==> src/rtl/popcnt_pkg.sv <==
package popcnt_pkg;

  typedef enum logic [1:0] {
    ST_IDLE  = 2'd0,
    ST_COUNT = 2'd1,
    ST_DONE  = 2'd2
  } popcnt_state_e;

endpackage

==> src/rtl/popcnt_sync.sv <==
module popcnt_sync #(
  parameter int STAGES = 2
) (
  input  logic clk,
  input  logic rst,
  input  logic din,
  output logic dout
);
  logic [STAGES-1:0] chain_q;

  generate
    for (genvar i = 0; i < STAGES; i++) begin : g_stage
      if (i == 0) begin : g_first
        always_ff @(posedge clk) begin
          if (rst) chain_q[0] <= 1'b0;
          else     chain_q[0] <= din;
        end
      end else begin : g_next
        always_ff @(posedge clk) begin
          if (rst) chain_q[i] <= 1'b0;
          else     chain_q[i] <= chain_q[i-1];
        end
      end
    end
  endgenerate

  assign dout = chain_q[STAGES-1];
endmodule

==> src/rtl/popcnt_dpath.sv <==
module popcnt_dpath #(
  parameter int DATA_W = 8,
  parameter int CNT_W  = $clog2(DATA_W + 1)
) (
  input  logic              clk,
  input  logic              rst,
  input  logic              load_en,
  input  logic              step_en,
  input  logic [DATA_W-1:0] operand_in,
  output logic              rem_zero,
  output logic [CNT_W-1:0]  ones_count
);
  logic [DATA_W-1:0] work_q;
  logic [CNT_W-1:0]  tally_q;
  logic [CNT_W-1:0]  lsb_ext;

  assign lsb_ext = {{(CNT_W-1){1'b0}}, work_q[0]};

  always_ff @(posedge clk) begin
    if (rst) begin
      work_q  <= '0;
      tally_q <= '0;
    end else if (load_en) begin
      work_q  <= operand_in;
      tally_q <= '0;
    end else if (step_en) begin
      work_q  <= work_q >> 1;
      tally_q <= tally_q + lsb_ext;
    end
  end

  assign rem_zero   = (work_q == '0);
  assign ones_count = tally_q;
endmodule

==> src/rtl/popcnt_ctrl.sv <==
module popcnt_ctrl
  import popcnt_pkg::*;
(
  input  logic clk,
  input  logic rst,
  input  logic start_s,
  input  logic rem_zero,
  output logic load_en,
  output logic step_en,
  output logic busy,
  output logic done
);
  popcnt_state_e state_q, state_d;

  always_comb begin
    state_d = state_q;
    unique case (state_q)
      ST_IDLE:  if (start_s)  state_d = ST_COUNT;
      ST_COUNT: if (rem_zero) state_d = ST_DONE;
      ST_DONE:  if (!start_s) state_d = ST_IDLE;
      default:  state_d = ST_IDLE;
    endcase
  end

  always_ff @(posedge clk) begin
    if (rst) state_q <= ST_IDLE;
    else     state_q <= state_d;
  end

  assign load_en = (state_q == ST_IDLE) && !start_s;
  assign step_en = (state_q == ST_COUNT) && !rem_zero;
  assign busy    = (state_q == ST_COUNT);
  assign done    = (state_q == ST_DONE);
endmodule

==> src/rtl/popcnt_seq.sv <==
module popcnt_seq #(
  parameter int DATA_W      = 8,
  parameter int SYNC_STAGES = 2,
  localparam int CNT_W      = $clog2(DATA_W + 1)
) (
  input  logic              clk,
  input  logic              rst,
  input  logic              start_async,
  input  logic [DATA_W-1:0] operand_in,
  output logic [CNT_W-1:0]  ones_count,
  output logic              done
);
  logic start_s;
  logic load_en;
  logic step_en;
  logic rem_zero;
  logic busy;

  popcnt_sync #(.STAGES(SYNC_STAGES)) u_sync (
    .clk  (clk),
    .rst  (rst),
    .din  (start_async),
    .dout (start_s)
  );

  popcnt_ctrl u_ctrl (
    .clk      (clk),
    .rst      (rst),
    .start_s  (start_s),
    .rem_zero (rem_zero),
    .load_en  (load_en),
    .step_en  (step_en),
    .busy     (busy),
    .done     (done)
  );

  popcnt_dpath #(.DATA_W(DATA_W), .CNT_W(CNT_W)) u_dpath (
    .clk        (clk),
    .rst        (rst),
    .load_en    (load_en),
    .step_en    (step_en),
    .operand_in (operand_in),
    .rem_zero   (rem_zero),
    .ones_count (ones_count)
  );
endmodule

==> config.mk <==
export PLATFORM = sky130hd
export DESIGN_NAME = popcnt_seq
export DESIGN_NICKNAME = d
export VERILOG_FILES = /design/src/rtl/popcnt_pkg.sv /design/src/rtl/popcnt_sync.sv /design/src/rtl/popcnt_dpath.sv /design/src/rtl/popcnt_ctrl.sv /design/src/rtl/popcnt_seq.sv
export SDC_FILE = /design/constraint.sdc
export NUM_CORES = 1
export LEC_CHECK = 0
export ABC_CLOCK_PERIOD_IN_PS = 1600
export BUFFER_PORTS_ARGS = -buffer_cell sky130_fd_sc_hd__clkbuf_2
export CORE_MARGIN = 2
export CORE_UTILIZATION = 52
export DETAILED_ROUTE_END_ITERATION = 10
export GPL_ROUTABILITY_DRIVEN = 0
export GPL_TIMING_DRIVEN = 0
export PLACE_DENSITY = 0.73
export SLEW_MARGIN = 40
export SYNTH_ARGS = -nofsm -noshare
export SYNTH_HDL_FRONTEND = slang
export SYNTH_SLANG_ARGS = --single-unit
==> constraint.sdc <==
create_clock -name clk -period 1.6 [get_ports clk]
set_input_delay 0.16 -clock clk [delete_from_list [all_inputs] [get_ports clk]]
set_output_delay 0.16 -clock clk [all_outputs]
set_load 0.05 [all_outputs]
==> metrics.md, run 1 <==
| Metric | Value |
|---|---|
| Worst stage delay on the critical path | `420 ps` |
| Share of cells above drive strength 1 | `31.4%` |
| Remaining antenna violation count after routing | `0` |
| Cell Int Power | `0.571 mW` |
| GRT Util Overall | `17.8%` |
| Worst EP arrival | `1210 ps` |
| Fillers | `139` |
| Slowest cell on the critical path | `dfxtp_1` |
| # diodes | `0` |
| Crit end category | `output port` |
| DRC | `0` |
| Switching share of power | `27.4%` |
| Max_slew headroom | `77.3%` |
| Initial antenna violation count | `0` |
| Achievable Freq | `0.728 GHz` |
| Clock Path Buffers | `2` |
| Port bufs | `15` |
| Hold Crit Class | `input pin to register` |
| RSZ-0062 raised after global routing | `false` |
| TritonCTS clock tree | `done` |
| Worst slew pin tran | `337 ps` |
| Vias in the first global route | `614` |
| Full die area | `1920 um^2` |
| Final Max Slew Viols | `0` |
| CP cell instances | `nor2b_1 -> clkbuf_2` |
| FF+latch area | `320 um^2` |
| Syn_nets | `100` |
| CTS sink count | `16` |
| Post-Syn Area | `823 um^2` |
| Final setup TNS | `0 ps` |
| Rows | `14` |
| Clk slew on worst S/H paths | `90 ps` |
| First-pass GRT wire length | `2550 um` |
| Setup Skew | `0.737 ps` |
| WL final | `1530 um` |
| Initial drt markers | `14` |
| Max IR drop VDD | `0.000540 V` |
| Overflow after GRT | `0` |
| Worst path buffer plus inverter count | `1` |
| Area of the multi-input gates | `464 um^2` |
| WL met3 | `56 um` |
| Pwr/cell area | `837 nW/um^2` |
| CP Launch Type | `register` |
| Top Metal Used | `met4` |
| Sequential-to-total area share from yosys stat | `38.9%` |
| Cts repair resizes | `0` |
| Syn_area_per_cell | `9.46 um^2` |
| Total power draw | `0.787 mW` |
| Synth area leader | `dfxtp_1` |
| Top-area cell type share of the netlist area | `38.9%` |
| Placed Cells incl. Taps | `118` |
| Fin nets | `120` |
| Max-Cap Viols | `0` |
| Crit path required time | `1440 ps` |
| Starting Density | `55.3%` |
| Switch Pwr | `0.216 mW` |
| Clk network pwr share | `25.9%` |
| Combinational Power Share | `17.2%` |
| Die height | `43.8 um` |
| Vias | `672` |
| Metal-1 WL | `710 um` |
| Flop pwr share | `56.8%` |
| CTS buffer count | `3` |
| Min cycle time layout | `1370 ps` |
| Hold-fix buffers, CTS | `0` |
| Core area | `1490 um^2` |
| Synth Instances | `87` |
| Wire per inst | `12.6 um` |
| Die X | `43.8 um` |
| CP Class | `register to output port` |
| 1st-pass router iterations | `4` |
| LEAKAGE | `0.360 nW` |
| Setup bufs post-CTS | `0` |
| Area Growth Syn to Fin | `14.3%` |
| R2R Setup Slk | `300 ps` |
| Largest net degree at the start of global routing | `11` |
| Finished Layout Cells | `121` |
| H-Tree Depth | `1` |
| Netlist cell types | `23` |
| Vias per Instance | `5.55` |
| Hpwl dp | `1140 um` |
| Ys Warns | `0` |
| Hold slack | `90.5 ps` |
| IO Count | `16` |
| Worst skew pair latency | `280 ps` |
| Routed wl met2 | `735 um` |
| Endpoints failing setup | `0` |
| Dominant cells by area after synthesis | `dfxtp_1, a311oi_2, nand2_1, nand3b_1, nor4_4` |
| CP max FO | `6` |
| Status | `complete, no violations` |
| Synth Register Bits | `16` |
| Largest delay contributor family on the critical path | `flip-flops` |
| Final Hold Fails | `0` |
| Final worst path period share | `85.9%` |
| CTS root buf | `clkbuf_4` |
==> through the flow <==
step | utilization [%] | setup slack [ps] | instance area (um^2)
2_1_floorplan | - | 50.5 | 823
3_3_place_gp | 61.7 | 295 | 918
3_5_place_dp | 61.7 | 310 | 918
4_1_cts | 63.2 | 230 | 941
5_1_grt | 63.2 | 166 | 941
6_report | 63.2 | 226 | 941
==> power groups by stage <==
stage / sequential (mW) / combinational, mW / clock (mW)
after global routing: 0.450 / 0.151 / 0.227
after detailed placement: 0.456 / 0.138 / 0
after global placement: 0.456 / 0.135 / 0
after CTS: 0.447 / 0.139 / 0.212
final: 0.447 / 0.136 / 0.204
after floorplan: 0.452 / 0.106 / 0
==> cell usage in the layout (no fill, tap or decap), drive strengths merged <==
| cell | count |
|---|---|
| clkbuf | 20 |
| nand2 | 16 |
| dfxtp | 16 |
| nor2 | 8 |
| a311oi | 7 |
| nand3b | 6 |
| nor2b | 4 |
| mux2i | 4 |
| buf | 4 |
| a21oi | 3 |
| nand3 | 3 |
| or3 | 3 |
| nor4 | 2 |
| a211oi | 2 |
| ha | 2 |
| nand2b | 1 |
| o21ai | 1 |
| a31oi | 1 |
| nor3 | 1 |
| inv | 1 |
==> cell usage after synthesis <==
cell type and n:
ha_1 2, or3_4 1, buf_2 3, mux2i_1 4, nand3_1 3, nor4_4 2, nand2_1 16, nor2_1 8
a21oi_1 3, nor2b_1 4, clkbuf_1 1, o21ai_0 1, dfxtp_1 16, clkbuf_2 1, inv_1 1, a211oi_1 2
a311oi_2 7, nand3b_1 6, nand2b_1 1, nor3_1 1, or3_1 2, a31oi_1 1, buf_6 1
==> registers in the layout, summed over array words and instances (netlist names) <==
| name | cells |
|---|---|
| u_ctrl.state_q | 2 |
| u_dpath.ones_count | 4 |
| u_dpath.work_q | 8 |
| u_sync.chain_q | 1 |
| u_sync.dout | 1 |
==> kinds of logic (layout without fill, tap and decap cells) <==
| logic type | Yosys count | count (layout) | synth area share, % |
|---|---|---|---|
| simple gates | 44 | 44 | 30.7 |
| flops | 16 | 16 | 38.9 |
| compound gates | 14 | 14 | 17.8 |
| buf+inv | 7 | 25 | 4.71 |
| mux | 4 | 4 | 4.86 |
| fa+ha+maj | 2 | 2 | 3.04 |
==> final cells by class <==
type / instances / share of cell area (%)
Multi-Input combinational cell: 64 / 49.3
Sequential cell: 16 / 34.0
Timing Repair Buffer: 15 / 7.98
Buffer: 6 / 3.72
Clock buffer: 3 / 2.39
Tap cell: 16 / 2.13
Inverter: 1 / 0.399
==> routing by layer <==
metal,global-route usage [%],up-vias
li1,-,347
met1,21.7,307
met2,29.4,14
met3,3.75,4
met4,9.09,0
met5,0,-
==> final timing paths <==
check	start	end	cells after the start
worst min-delay path	start_async	u_sync.chain_q[0]	2
worst max register to register	u_dpath.work_q[0]	u_dpath.ones_count[2]	5
worst min register to register	u_sync.chain_q[0]	u_sync.dout	1
worst max-delay path	u_ctrl.state_q[1]	done	2
Note: power is estimated with default switching activity, not from simulation.
==> run 2, diff against run 1 <==
--- a/config.mk
+++ b/config.mk
@@ -11,7 +11,6 @@
 export CORE_UTILIZATION = 52
 export DETAILED_ROUTE_END_ITERATION = 10
 export GPL_ROUTABILITY_DRIVEN = 0
-export GPL_TIMING_DRIVEN = 0
 export PLACE_DENSITY = 0.73
 export SLEW_MARGIN = 40
 export SYNTH_ARGS = -nofsm -noshare
==> run 2 against run 1 <==
Critical path depth grew 3; sequential cell count unchanged; final cell count decreased by 3.3%; via count decreased by 2.7%; final area fell by 1.5%; sequential power is essentially flat; worst setup slack better by 16 ps; utilization is 0.92 points lower; combinational power shrank 8%; non-clock buffer count shrank 5; count of clock-buffer cells in the layout is 1 higher; total power increased by 6.8%; critical path type is now register to register; critical endpoint is now u_dpath.ones_count[2]; largest power group unchanged.
==> metrics.md, run 2 (same netlist as run 1, synthesis figures left out) <==
| Metric | Value |
|---|---|
| Crit path required time | `1820 ps (+380 ps)` |
| Share of cells above drive strength 1 | `29.7% (-1.7 points)` |
| Starting Density | `55.3% (unchanged)` |
| Commonest non-fill, non-tap cells in the layout | `nand2_1, dfxtp_1, clkbuf_2` |
| Worst skew pair latency | `290 ps (about the same)` |
| DRC | `0 (unchanged)` |
| Vias in the first global route | `603 (-1.8%)` |
| Final Hold Fails | `0 (unchanged)` |
| Final Util | `62.3% (-0.92 points)` |
| Hold-fix buffers, CTS | `0 (unchanged)` |
| Hpwl dp | `1030 um (-9.7%)` |
| Finished Layout Cells | `117 (-3.3%)` |
| Port bufs | `15 (unchanged)` |
| Cts repair resizes | `0 (unchanged)` |
| Die height | `43.8 um (unchanged)` |
| Number of flip-flops in the largest register | `8 (unchanged)` |
| CTS buffer count | `3 (unchanged)` |
| Fin nets | `115 (-4.2%)` |
| Worst slew pin tran | `440 ps (+102 ps)` |
| 1st-pass router iterations | `3 (-1)` |
| Final setup TNS | `0 ps (unchanged)` |
| Pwr/cell area | `907 nW/um^2 (+8.4%)` |
| Cell area after placement | `891 um^2 (-3.0%)` |
| Largest net degree at the start of global routing | `22 (+11)` |
| Setup Skew | `3.87 ps (+3.14 ps)` |
| CTS sink count | `16 (unchanged)` |
| TritonCTS clock tree | `done` |
| Max-Cap Viols | `0 (unchanged)` |
| First-pass GRT wire length | `2640 um (+3.5%)` |
| Full die area | `1920 um^2 (unchanged)` |
| CP max FO | `3 (-3)` |
| Total power draw | `0.841 mW (+6.8%)` |
| Final worst path period share | `84.9% (-0.97 points)` |
| Core area | `1490 um^2 (unchanged)` |
| Largest register by flop count | `u_dpath.work_q` |
| RSZ-0062 raised after global routing | `false` |
| # diodes | `0 (unchanged)` |
| Rows | `14 (unchanged)` |
| Hold Crit Class | `input pin to register` |
| H-Tree Depth | `1 (unchanged)` |
| Worst EP arrival | `1580 ps (+370 ps)` |
| Die X | `43.8 um (unchanged)` |
| Clock Path Buffers | `2 (unchanged)` |
| Setup WS post-layout | `242 ps (+15.5 ps)` |
| Min cycle time layout | `1360 ps (-15.5 ps)` |
| CP Launch Type | `register` |
| CTS root buf | `clkbuf_4` |
| Wire per inst | `12.5 um (-1.3%)` |
| Setup bufs post-CTS | `0 (unchanged)` |
| CP Class | `register to register` |
| Max IR drop VDD | `0.000487 V (-9.9%)` |
| Achievable Freq | `0.736 GHz (+1.1%)` |
| Overflow after GRT | `0 (unchanged)` |
| WL final | `1460 um (-4.6%)` |
| Hold slack | `71.9 ps (-18.5 ps)` |
| Crit end category | `register` |
| Final Max Slew Viols | `0 (unchanged)` |
| Status | `complete, no violations` |
| Area Growth Syn to Fin | `12.6%` |
| Clk slew on worst S/H paths | `90 ps (about the same)` |
| GRT Util Overall | `19.1% (+1.2 points)` |
| Vias | `654 (-2.7%)` |
| Max_slew headroom | `70.7% (-6.7 points)` |
| IO Count | `16 (unchanged)` |
| Fillers | `137 (-1.4%)` |
| Dpl ws | `282 ps (-28.1 ps)` |
| Vias per Instance | `5.59 (+0.65%)` |
| Remaining antenna violation count after routing | `0 (unchanged)` |
| Initial drt markers | `2 (-12)` |
| Initial antenna violation count | `0 (unchanged)` |
| LEAKAGE | `0.349 nW (-3.0%)` |
| Placed Cells incl. Taps | `113 (-4.2%)` |
| Endpoints failing setup | `0 (unchanged)` |
| Final instance area | `927 um^2 (-1.5%)` |
## run 2: changes by cell type in the layout (fill, tap and decap cells not counted), sizes merged
cell | before | now
buf | 4 | 1
clkbuf | 20 | 19
## run 2: layer usage
| layer | part of all wire (%) | global-route usage [%] | vias to the layer above |
|---|---|---|---|
| li1 | - | - | 338 |
| met1 | 45 | 22.5 | 298 |
| met2 | 47 | 30.0 | 13 |
| met3 | 4.3 | 5.00 | 5 |
| met4 | 3.2 | 12.7 | 0 |
| met5 | 0 | 0 | - |
## run 2: area by class of cell
class | instances | area [um^2] | area share [%]
flip-flops and latches | 16 | 320 | 34.5
inverters | 1 | 3.75 | 0.405
multi-input cells | 64 | 464 | 50.1
clock buffers | 4 | 36.3 | 3.91
well taps | 16 | 20.0 | 2.16
repair buffers | 16 | 82.6 | 8.91
## run 2: final timing paths
| check | startpoint | end | slack [ps] | cells after the start |
|---|---|---|---|---|
| worst max register to register | u_dpath.work_q[0] | u_dpath.ones_count[2] | 240 | 5 |
| worst max-delay path | u_dpath.work_q[0] | u_dpath.ones_count[2] | 240 | 5 |
| worst min register to register | u_sync.chain_q[0] | u_sync.dout | 450 | 1 |
| worst min-delay path | start_async | u_sync.chain_q[0] | 70 | 2 |
## run 2: worst max-delay path, stage by stage (launching register included)
cell and delay (ps):
dfxtp_1 420, ha_1 210, ha_1 140, inv_1 40, a211oi_1 270, mux2i_1 210
## run 2: power by group
| part | internal [mW] | total, mW | switching (mW) |
|---|---|---|---|
| logic | 0.0570 | 0.125 | 0.0678 |
| registers | 0.420 | 0.447 | 0.0271 |
| clock network | 0.139 | 0.269 | 0.130 |
| total | 0.616 | 0.841 | 0.225 |
